## src/rtl/jc_pkg.sv

```systemverilog
package jc_pkg;

    // Polarity of the decoded state lines.
    typedef enum logic {
        POL_HIGH = 1'b0,
        POL_LOW  = 1'b1
    } line_pol_e;

    // Number of states (and decode lines) of a twisted ring of the given width.
    function automatic int unsigned line_count(input int unsigned width);
        return 2 * width;
    endfunction

endpackage

```

## src/rtl/jc_ring.sv

```systemverilog
module jc_ring #(
    parameter int unsigned WIDTH = 4
) (
    input  logic             clk,
    input  logic             clr_n,
    output logic [WIDTH-1:0] bits,
    output logic             legal
);
    localparam int unsigned PAIRS = WIDTH - 1;

    typedef struct packed {
        logic [WIDTH-1:0] bits;
    } ring_t;

    ring_t            ring_d;
    ring_t            ring_q;
    logic [PAIRS-1:0] edge_mark;

    // Next state: clear wins, then recovery from an illegal pattern, then the twisted shift.
    always_comb begin
        edge_mark = ring_q.bits[WIDTH-1:1] ^ ring_q.bits[WIDTH-2:0];
        legal     = (edge_mark & (edge_mark - 1'b1)) == '0;
        ring_d    = ring_q;
        if (!clr_n) begin
            ring_d.bits = '0;
        end else if (!legal) begin
            ring_d.bits = '0;
        end else begin
            ring_d.bits = {~ring_q.bits[0], ring_q.bits[WIDTH-1:1]};
        end
    end

    always_ff @(posedge clk) begin
        ring_q <= ring_d;
    end

    assign bits = ring_q.bits;

endmodule

```

## src/rtl/jc_decode.sv

```systemverilog
module jc_decode #(
    parameter int unsigned WIDTH = 4
) (
    input  logic                          pol_low,
    input  logic [WIDTH-1:0]              bits,
    output logic [jc_pkg::line_count(WIDTH)-1:0] dec
);
    localparam int unsigned LINES = jc_pkg::line_count(WIDTH);

    logic [LINES-1:0] line_hi;

    generate
        for (genvar k = 0; k < LINES; k++) begin : g_line
            if (k == 0) begin : g_zero
                assign line_hi[k] = ~bits[WIDTH-1] & ~bits[0];
            end else if (k == WIDTH) begin : g_ones
                assign line_hi[k] = bits[WIDTH-1] & bits[0];
            end else if (k < WIDTH) begin : g_fill1
                localparam int unsigned HI = WIDTH - k;
                assign line_hi[k] = bits[HI] & ~bits[HI-1];
            end else begin : g_fill0
                localparam int unsigned HI = 2 * WIDTH - k;
                assign line_hi[k] = ~bits[HI] & bits[HI-1];
            end
        end
    endgenerate

    assign dec = (pol_low == jc_pkg::POL_LOW) ? ~line_hi : line_hi;

    // the two uniform states each select their own end-bit line.
    always_comb begin
        if (bits == '0) begin
            a_r4_zero_line: assert (line_hi[0] && !line_hi[WIDTH]);
        end
        if (bits == '1) begin
            a_r4_ones_line: assert (line_hi[WIDTH] && !line_hi[0]);
        end
    end

endmodule

```

## src/rtl/jc_decoded_counter.sv

```systemverilog
module jc_decoded_counter #(
    parameter int unsigned WIDTH = 4
) (
    input  logic                                 clk,
    input  logic                                 clr_n,
    input  logic                                 pol_low,
    output logic [WIDTH-1:0]                     cnt,
    output logic [jc_pkg::line_count(WIDTH)-1:0] dec
);
    localparam int unsigned LINES = jc_pkg::line_count(WIDTH);

    logic ring_legal;

    jc_ring #(.WIDTH(WIDTH)) u_ring (
        .clk   (clk),
        .clr_n (clr_n),
        .bits  (cnt),
        .legal (ring_legal)
    );

    jc_decode #(.WIDTH(WIDTH)) u_dec (
        .pol_low (pol_low),
        .bits    (cnt),
        .dec     (dec)
    );

    // a clear sampled at an edge leaves all bits at zero.
    a_r1_clear_zero: assert property (@(posedge clk)
        !clr_n |=> cnt == '0);

    // more than one differing neighbour pair is replaced by zeros.
    a_r8_recover: assert property (@(posedge clk) disable iff (!clr_n)
        ($countones(cnt[WIDTH-1:1] ^ cnt[WIDTH-2:0]) > 1) |=> cnt == '0);

    // the ring's own legality flag agrees with an independent pair count.
    a_r8_legal_flag: assert property (@(posedge clk) disable iff (!clr_n)
        ring_legal == ($countones(cnt[WIDTH-1:1] ^ cnt[WIDTH-2:0]) <= 1));

    // leaving all zeros, the first step sets only the top bit.
    a_r5_first_step: assert property (@(posedge clk) disable iff (!clr_n)
        (cnt == '0) |=> cnt == {1'b1, {(WIDTH-1){1'b0}}});

    // exactly one line active in any legal state.
    a_r6_one_line: assert property (@(posedge clk) disable iff (!clr_n)
        ($countones(cnt[WIDTH-1:1] ^ cnt[WIDTH-2:0]) <= 1)
        |-> $onehot(pol_low ? ~dec : dec));

    // flipping polarity with the count held inverts every line.
    a_r7_polarity: assert property (@(posedge clk) disable iff (!clr_n)
        ($stable(cnt) && (pol_low != $past(pol_low))) |-> dec == ~$past(dec));

    // no hidden state in the decode path.
    a_r9_no_latency: assert property (@(posedge clk) disable iff (!clr_n)
        ($stable(cnt) && $stable(pol_low)) |-> $stable(dec));

    initial begin
        a_r3_width: assert (WIDTH >= 2 && LINES == 2 * WIDTH);
    end

endmodule

```

## config.mk

```make
export PLATFORM = sky130hd
export DESIGN_NAME = jc_decoded_counter
export DESIGN_NICKNAME = d
export VERILOG_FILES = /design/src/rtl/jc_pkg.sv /design/src/rtl/jc_ring.sv /design/src/rtl/jc_decode.sv /design/src/rtl/jc_decoded_counter.sv
export SDC_FILE = /design/constraint.sdc
export NUM_CORES = 1
export LEC_CHECK = 0
export BUFFER_PORTS_ARGS = -buffer_cell sky130_fd_sc_hd__buf_2
export CORE_AREA = 8 8 45 47
export CTS_CLUSTER_DIAMETER = 200
export CTS_CLUSTER_SIZE = 14
export DETAILED_ROUTE_END_ITERATION = 16
export DIE_AREA = 0 0 53 55
export SYNTH_ARGS = -nofsm -noshare
export SYNTH_HDL_FRONTEND = slang
export SYNTH_SLANG_ARGS = --single-unit
```

## constraint.sdc

```tcl
create_clock -name clk -period 1.21 [get_ports clk]
set_input_delay 0.121 -clock clk [delete_from_list [all_inputs] [get_ports clk]]
set_output_delay 0.121 -clock clk [all_outputs]
set_load 0.03 [all_outputs]
```

==> results of run 1 <==
-- timing repair --
item,CTS,global route
resized for setup,27,4
gates cloned,0,0
setup endpoints to repair,12,13
pin swaps,8,2
setup buffers,4,0
-- worst max path at each step --
stage | start | slack (ps) | depth (start not counted) | endpoint
finish | u_ring.bits[2]$_SDFF_PN0_ | -100 | 5 | dec[6]
global route | u_ring.bits[1]$_SDFF_PN0_ | -160 | 5 | dec[7]
CTS | u_ring.bits[1]$_SDFF_PN0_ | -110 | 5 | dec[7]
detailed placement | u_ring.bits[1]$_SDFF_PN0_ | -20 | 4 | u_ring.bits[0]$_SDFF_PN0_
global placement | u_ring.bits[1]$_SDFF_PN0_ | -10 | 4 | u_ring.bits[3]$_SDFF_PN0_
floorplan | u_ring.bits[2]$_SDFF_PN0_ | -60 | 4 | u_ring.bits[0]$_SDFF_PN0_
-- worst max-delay path: cells and delay by family (launching register included) --
kind | cells | cell delay [ps]
adder cells (fa/ha/maj) | 1 | 150
buffers and inverters | 3 | 300
XOR/XNOR | 1 | 140
flip-flops | 1 | 370
-- cell usage after synthesis (all sizes together) --
library cell / number / area (µm²)
maj3: 1 / 11.3
xnor2: 1 / 8.76
nor2: 1 / 3.75
and3: 4 / 25.0
nand2: 1 / 3.75
dfxtp: 4 / 80.1
inv: 4 / 15.0
buf: 1 / 5.00
ha: 6 / 75.1
xor2: 7 / 61.3
-- through the flow --
stage / total power, mW / setup TNS, ps / setup slack [ps]
after detailed placement: 0.679 / -54.5 / -24.4
after CTS: 0.987 / -759 / -105
after floorplan: 0.524 / -160 / -56.2
after global placement: 0.672 / -38.1 / -14.3
final: 0.979 / -614 / -96.2
after global routing: 1.06 / -1220 / -159
-- area by class of cell --
class                   count  area, µm²
fillers                   136        707
multi-input cells          21        307
repair buffers             24        213
flip-flops and latches      4       95.1
clock buffers               3       22.5
inverters                   4       20.0
well taps                  16       20.0
-- layer usage --
metal	global-route usage	part of all wire
met1	0.0655	0.35
met2	0.109	0.46
met3	0.0348	0.16
met4	0.0647	0.028
met5	0	0
-- cells by family after synthesis --
group,after synthesis
flops,4
fa+ha+maj,7
simple gates,6
xor+xnor,8
buf+inv,5
-- power by group through the flow --
stage | Clock (mW) | Combinational [mW] | Sequential, mW
final | 0.164 | 0.618 | 0.196
after global routing | 0.194 | 0.664 | 0.201
after CTS | 0.170 | 0.624 | 0.194
after detailed placement | 0 | 0.479 | 0.200
after global placement | 0 | 0.472 | 0.200
after floorplan | 0 | 0.283 | 0.241
==> run_results.csv, run 1 <==
group,metric,value,unit
clock_network,cts_hold_buf,0,
sta,fmax,766,MHz
critical_path,crit_arrival,1190,ps
floorplanning,ios,15,
min_path,min_path_cells,2,
critical_path,crit_type,"reg2out",
detailed_routing,drtIter0Drc,0,
outcome,status,"complete, but fails checks",
global_routing,grt_pass1_wl,1.43,mm
critical_path,slowest_stage,"dfxtp_4",
global_routing,grt_pass1_vias,325,
flow_run,drv_cap,0,
cells_and_area,design_area,677,µm²
place,post_dp_cell_area,522,µm²
min_path,hold_end,"u_ring.bits[0]$_SDFF_PN0_",
synthesis,seq_area_frac_synth,0.277,
cells_and_area,instances_no_fill,72,
synthesis,synth_warnings,0,
cells_and_area,n_antenna_cell,0,
clock_network,htree_levels,1,
detailed_routing,vias,284,
synthesis,synth-simple-area-share,0.113,
synthesis,synthCells,30,
detailed_routing,wirelength,792,µm
cells_and_area,drive_above_1_share,0.893,
floorplanning,start_util,0.209,
detailed_routing,remaining_drc_errors,0,
cells_and_area,final_common_cell,"buf_6",
power_and_ir_drop,combinationalPowerShare,0.632,
min_path,hold_path_class,"in2reg",
detailed_routing,firstDrtPassIters,1,
cells_and_area,final_cell_mix,"buf_6 (12), buf_4 (7), xor2_2 (5), ha_4 (5), buf_2 (5)",
clock_network,path_clk_slew,40,ps
clock_network,cts_sinks,4,
power_and_ir_drop,switching_share,0.414,
floorplanning,die_w,53,µm
cells_and_area,final_nets,67,
place,place_congestion,0.642,
detailed_routing,avgViaCountPerCell,3.94,
synthesis,ys_seq_elements,4,
floorplanning,die_area,2920,µm²
place,dp_cells,66,
synthesis,synth_adder_area_share,0.299,
critical_path,cp_data_required_time,1090,ps
outcome,violations,"setup timing",
power_and_ir_drop,p_sw,405,µW
sta,finalHoldViolations,0,
critical_path,reg2reg_to,"u_ring.bits[1]$_SDFF_PN0_",
clock_network,cts.path.max_buffers,2,
critical_path,reg2reg_from,"u_ring.bits[2]$_SDFF_PN0_",
critical_path,critical-path-max-stage-delay,370,ps
cells_and_area,areaGrowthSynthToFinish,134,%
clock_network,clock_latency,230,ps
clock_network,cts_root_buf,"clkbuf_4",
power_and_ir_drop,peakVddDrop,0.597,mV
sta,rsz0062_at_grt,"true",
synthesis,syn_nets,39,
sta,finalCritPeriodShare,1.08,
synthesis,ys_types,10,
cells_and_area,final_core_util,0.489,
power_and_ir_drop,clockPowerShare,0.168,
critical_path,r2r_setup_slack,-60,ps
sta,maxSlewHeadroom,0.786,
place,numPortBuffers,14,
sta,holdWs,156,ps
cells_and_area,largest_reg_flops,4,
global_routing,grt_max_degree,9,
synthesis,post_synth.cell_area_avg,9.63,µm²
power_and_ir_drop,total_leakage_power,0.304,nW
sta,clock-skew-final,1.26,ps
global_routing,grt_use_total,0.0695,
synthesis,synthXorXnorAreaFrac,0.242,
floorplanning,dieHeight,55,µm
critical_path,ff2ff_path_depth,4,
critical_path,cp-end-kind,"output port",
clock_network,cts_tree,"yes",
floorplanning,rows,14,
global_routing,antenna_found_initial,0,
clock_network,cts_inserted_buffers,3,
critical_path,cpMostUsedCell,"buf_6",
place,hpwl,612,µm
sta,worst_slack,-96.2,ps
min_path,hold_start,"clr_n",
detailed_routing,ant_nets,0,
critical_path,critical_path.cell_chain,"inv_4 > buf_6 > ha_4 > xor2_2 > buf_6",
sta,tightest_slew,322,ps
critical_path,crit_fanout,4,
synthesis,synth_top_family_by_area,"adder cells",
synthesis,synthMuxAreaShare,0,
detailed_routing,avgRoutedWirePerCell,11.0,µm
sta,fin_crit,1310,ps
global_routing,grt_overflow_total,0,
synthesis,synthesis.area,289,µm²
floorplanning,core,1380,µm²
sta,maxSlewViolCount,0,
power_and_ir_drop,pwr-share-seq,0.201,
power_and_ir_drop,p_int,574,µW
sta,setup_viol,10,
synthesis,synth_compound_area_frac,0,
critical_path,start_kind,"flip-flop",
power_and_ir_drop,p_per_area,1450,nW/µm²
(Power assumes the default switching activity.)
==> run 2: changes to the inputs <==
Settings changed: REMOVE_ABC_BUFFERS set to 1.
==> run 2 against run 1 <==
Effect of this change: the run still ends with setup timing left; first-iteration DRC count is the same; clock power is essentially flat; sequential power shrank 7%; core utilization shrank 7.1 points; final area shrank 15%; count of clock-buffer cells in the layout is the same; fmax shrank 2.3%; register-to-register slack lost 70 ps.
==> run_results.csv, run 2 (synthesis results as in run 1) <==
group,metric,value,unit
floorplanning,core,1380,µm²
cells_and_area,design_area,578,µm²
critical_path,r2r_setup_slack,-130,ps
cells_and_area,seq_area,87.6,µm²
clock_network,cts_tree,"yes",
detailed_routing,drtIter0Drc,0,
sta,maxSlewHeadroom,0.853,
critical_path,cp_data_required_time,1330,ps
power_and_ir_drop,pwr-share-seq,0.204,
flow_run,drv_cap,0,
sta,maxSlewViolCount,0,
power_and_ir_drop,peakVddDrop,0.921,mV
clock_network,path_clk_slew,40,ps
global_routing,grt_pass1_vias,303,
detailed_routing,avgRoutedWirePerCell,12.2,µm
sta,worst_slack,-127,ps
clock_network,cts_hold_buf,0,
floorplanning,rows,14,
cells_and_area,drive_above_1_share,0.811,
power_and_ir_drop,p_sw,388,µW
global_routing,grt_max_degree,9,
sta,fmax,748,MHz
clock_network,cts_root_buf,"clkbuf_4",
clock_network,htree_levels,1,
cells_and_area,final_cell_mix,"buf_4 (10), xor2_1 (7), buf_2 (6), buf_6 (5), ha_4 (4)",
power_and_ir_drop,switching_share,0.432,
sta,tightest_slew,221,ps
critical_path,reg2reg_to,"u_ring.bits[0]$_SDFF_PN0_",
cells_and_area,n_antenna_cell,0,
detailed_routing,remaining_drc_errors,0,
cells_and_area,final_nets,64,
global_routing,antenna_found_initial,0,
global_routing,grt_pass1_wl,1.24,mm
detailed_routing,avgViaCountPerCell,3.99,
sta,finalCritPeriodShare,1.10,
critical_path,crit_fanout,4,
floorplanning,ios,15,
place,post_dp_cell_area,419,µm²
power_and_ir_drop,p_int,509,µW
critical_path,start_kind,"flip-flop",
cells_and_area,multi_input_area,267,µm²
floorplanning,start_util,0.209,
critical_path,crit_arrival,1460,ps
floorplanning,dieHeight,55,µm
floorplanning,die_w,53,µm
power_and_ir_drop,clockPowerShare,0.183,
clock_network,cts.path.max_buffers,2,
power_and_ir_drop,p_total,897,µW
power_and_ir_drop,combinationalPowerShare,0.613,
critical_path,critical_path.cell_chain,"inv_4 > ha_1 > maj3_2 > and3_4",
detailed_routing,firstDrtPassIters,1,
power_and_ir_drop,p_per_area,1550,nW/µm²
place,hpwl,572,µm
sta,fin_crit,1340,ps
clock_network,cts_inserted_buffers,3,
outcome,violations,"setup timing",
cells_and_area,final_common_cell,"buf_4",
sta,setup_viol,9,
clock_network,clock_latency,230,ps
critical_path,ff2ff_path_depth,4,
detailed_routing,vias,275,
outcome,status,"complete, but fails checks",
sta,rsz0062_at_grt,"true",
min_path,min_path_cells,2,
floorplanning,die_area,2920,µm²
detailed_routing,ant_nets,0,
global_routing,grt_overflow_total,0,
cells_and_area,largest_reg_flops,4,
global_routing,grt_use_total,0.0573,
detailed_routing,wirelength,839,µm
critical_path,slowest_stage,"dfxtp_4",
critical_path,critical-path-max-stage-delay,370,ps
min_path,hold_start,"clr_n",
clock_network,cts_sinks,4,
min_path,hold_end,"u_ring.bits[3]$_SDFF_PN0_",
critical_path,cp-end-kind,"flip-flop",
critical_path,crit_type,"reg2reg",
min_path,hold_path_class,"in2reg",
critical_path,reg2reg_from,"u_ring.bits[1]$_SDFF_PN0_",
cells_and_area,areaGrowthSynthToFinish,100,%
sta,clock-skew-final,2.97,ps
power_and_ir_drop,total_leakage_power,0.269,nW
sta,finalHoldViolations,0,
cells_and_area,nFillCells,142,
place,numPortBuffers,14,
place,place_congestion,0.662,
[run 2: worst max-delay path: cells and delay by family, from the launching register on]
| family | cells | cell delay, ps |
|---|---|---|
| adders and majority gates | 2 | 620 |
| buffers and inverters | 1 | 40 |
| DFF | 1 | 370 |
| and+or+nand+nor | 1 | 190 |
[run 2: cell type report]
| class | count | area share |
|---|---|---|
| timing repair buffer | 21 | 0.279 |
| sequential | 4 | 0.152 |
| clock buffer | 3 | 0.0390 |
| tap | 16 | 0.0346 |
| multi-input combinational | 21 | 0.461 |
| inverter | 4 | 0.0346 |
[run 2: per-layer routing]
metal,track usage,vias up,wire [µm]
met5,0,-,0
met4,0.0129,0,0
met3,0.0428,0,95
met2,0.0957,11,430
met1,0.0561,124,313
li1,-,140,-
[run 2: timing repair]
item / CTS / global route
setup buffers: 1 / 0
pin swaps: 4 / 3
resized for setup: 31 / 7
endpoints found under the setup margin: 11 / 12
[run 2: power groups by stage]
stage | Combinational, mW | Sequential [mW] | Clock (mW)
after floorplan | 0.225 | 0.218 | 0
after global placement | 0.416 | 0.169 | 0
after detailed placement | 0.421 | 0.169 | 0
after CTS | 0.535 | 0.181 | 0.168
after global routing | 0.586 | 0.186 | 0.182
final | 0.550 | 0.183 | 0.164
[run 2: worst max-delay path by stage]
stage	startpoint	endpoint	slack (ps)	depth (start not counted)
2_1_floorplan	u_ring.bits[2]$_SDFF_PN0_	u_ring.bits[0]$_SDFF_PN0_	-330	4
3_3_place_gp	u_ring.bits[1]$_SDFF_PN0_	u_ring.bits[1]$_SDFF_PN0_	-130	4
3_5_place_dp	u_ring.bits[1]$_SDFF_PN0_	u_ring.bits[0]$_SDFF_PN0_	-140	4
4_1_cts	u_ring.bits[1]$_SDFF_PN0_	dec[7]	-110	5
5_1_grt	u_ring.bits[2]$_SDFF_PN0_	dec[6]	-160	5
6_report	u_ring.bits[1]$_SDFF_PN0_	u_ring.bits[0]$_SDFF_PN0_	-130	4
[run 2: stage by stage]
step           hold slack [ps]  setup slack (ps)  instances  utilization  TNS [ps]
6_report                   191              -127         69        0.418      -824
3_5_place_dp               391              -142         65        0.303      -538
3_3_place_gp               384              -126         65        0.303      -489
2_1_floorplan              267              -333         29            -     -2940
5_1_grt                    194              -156         69        0.418     -1410
4_1_cts                    159              -108         69        0.403      -781
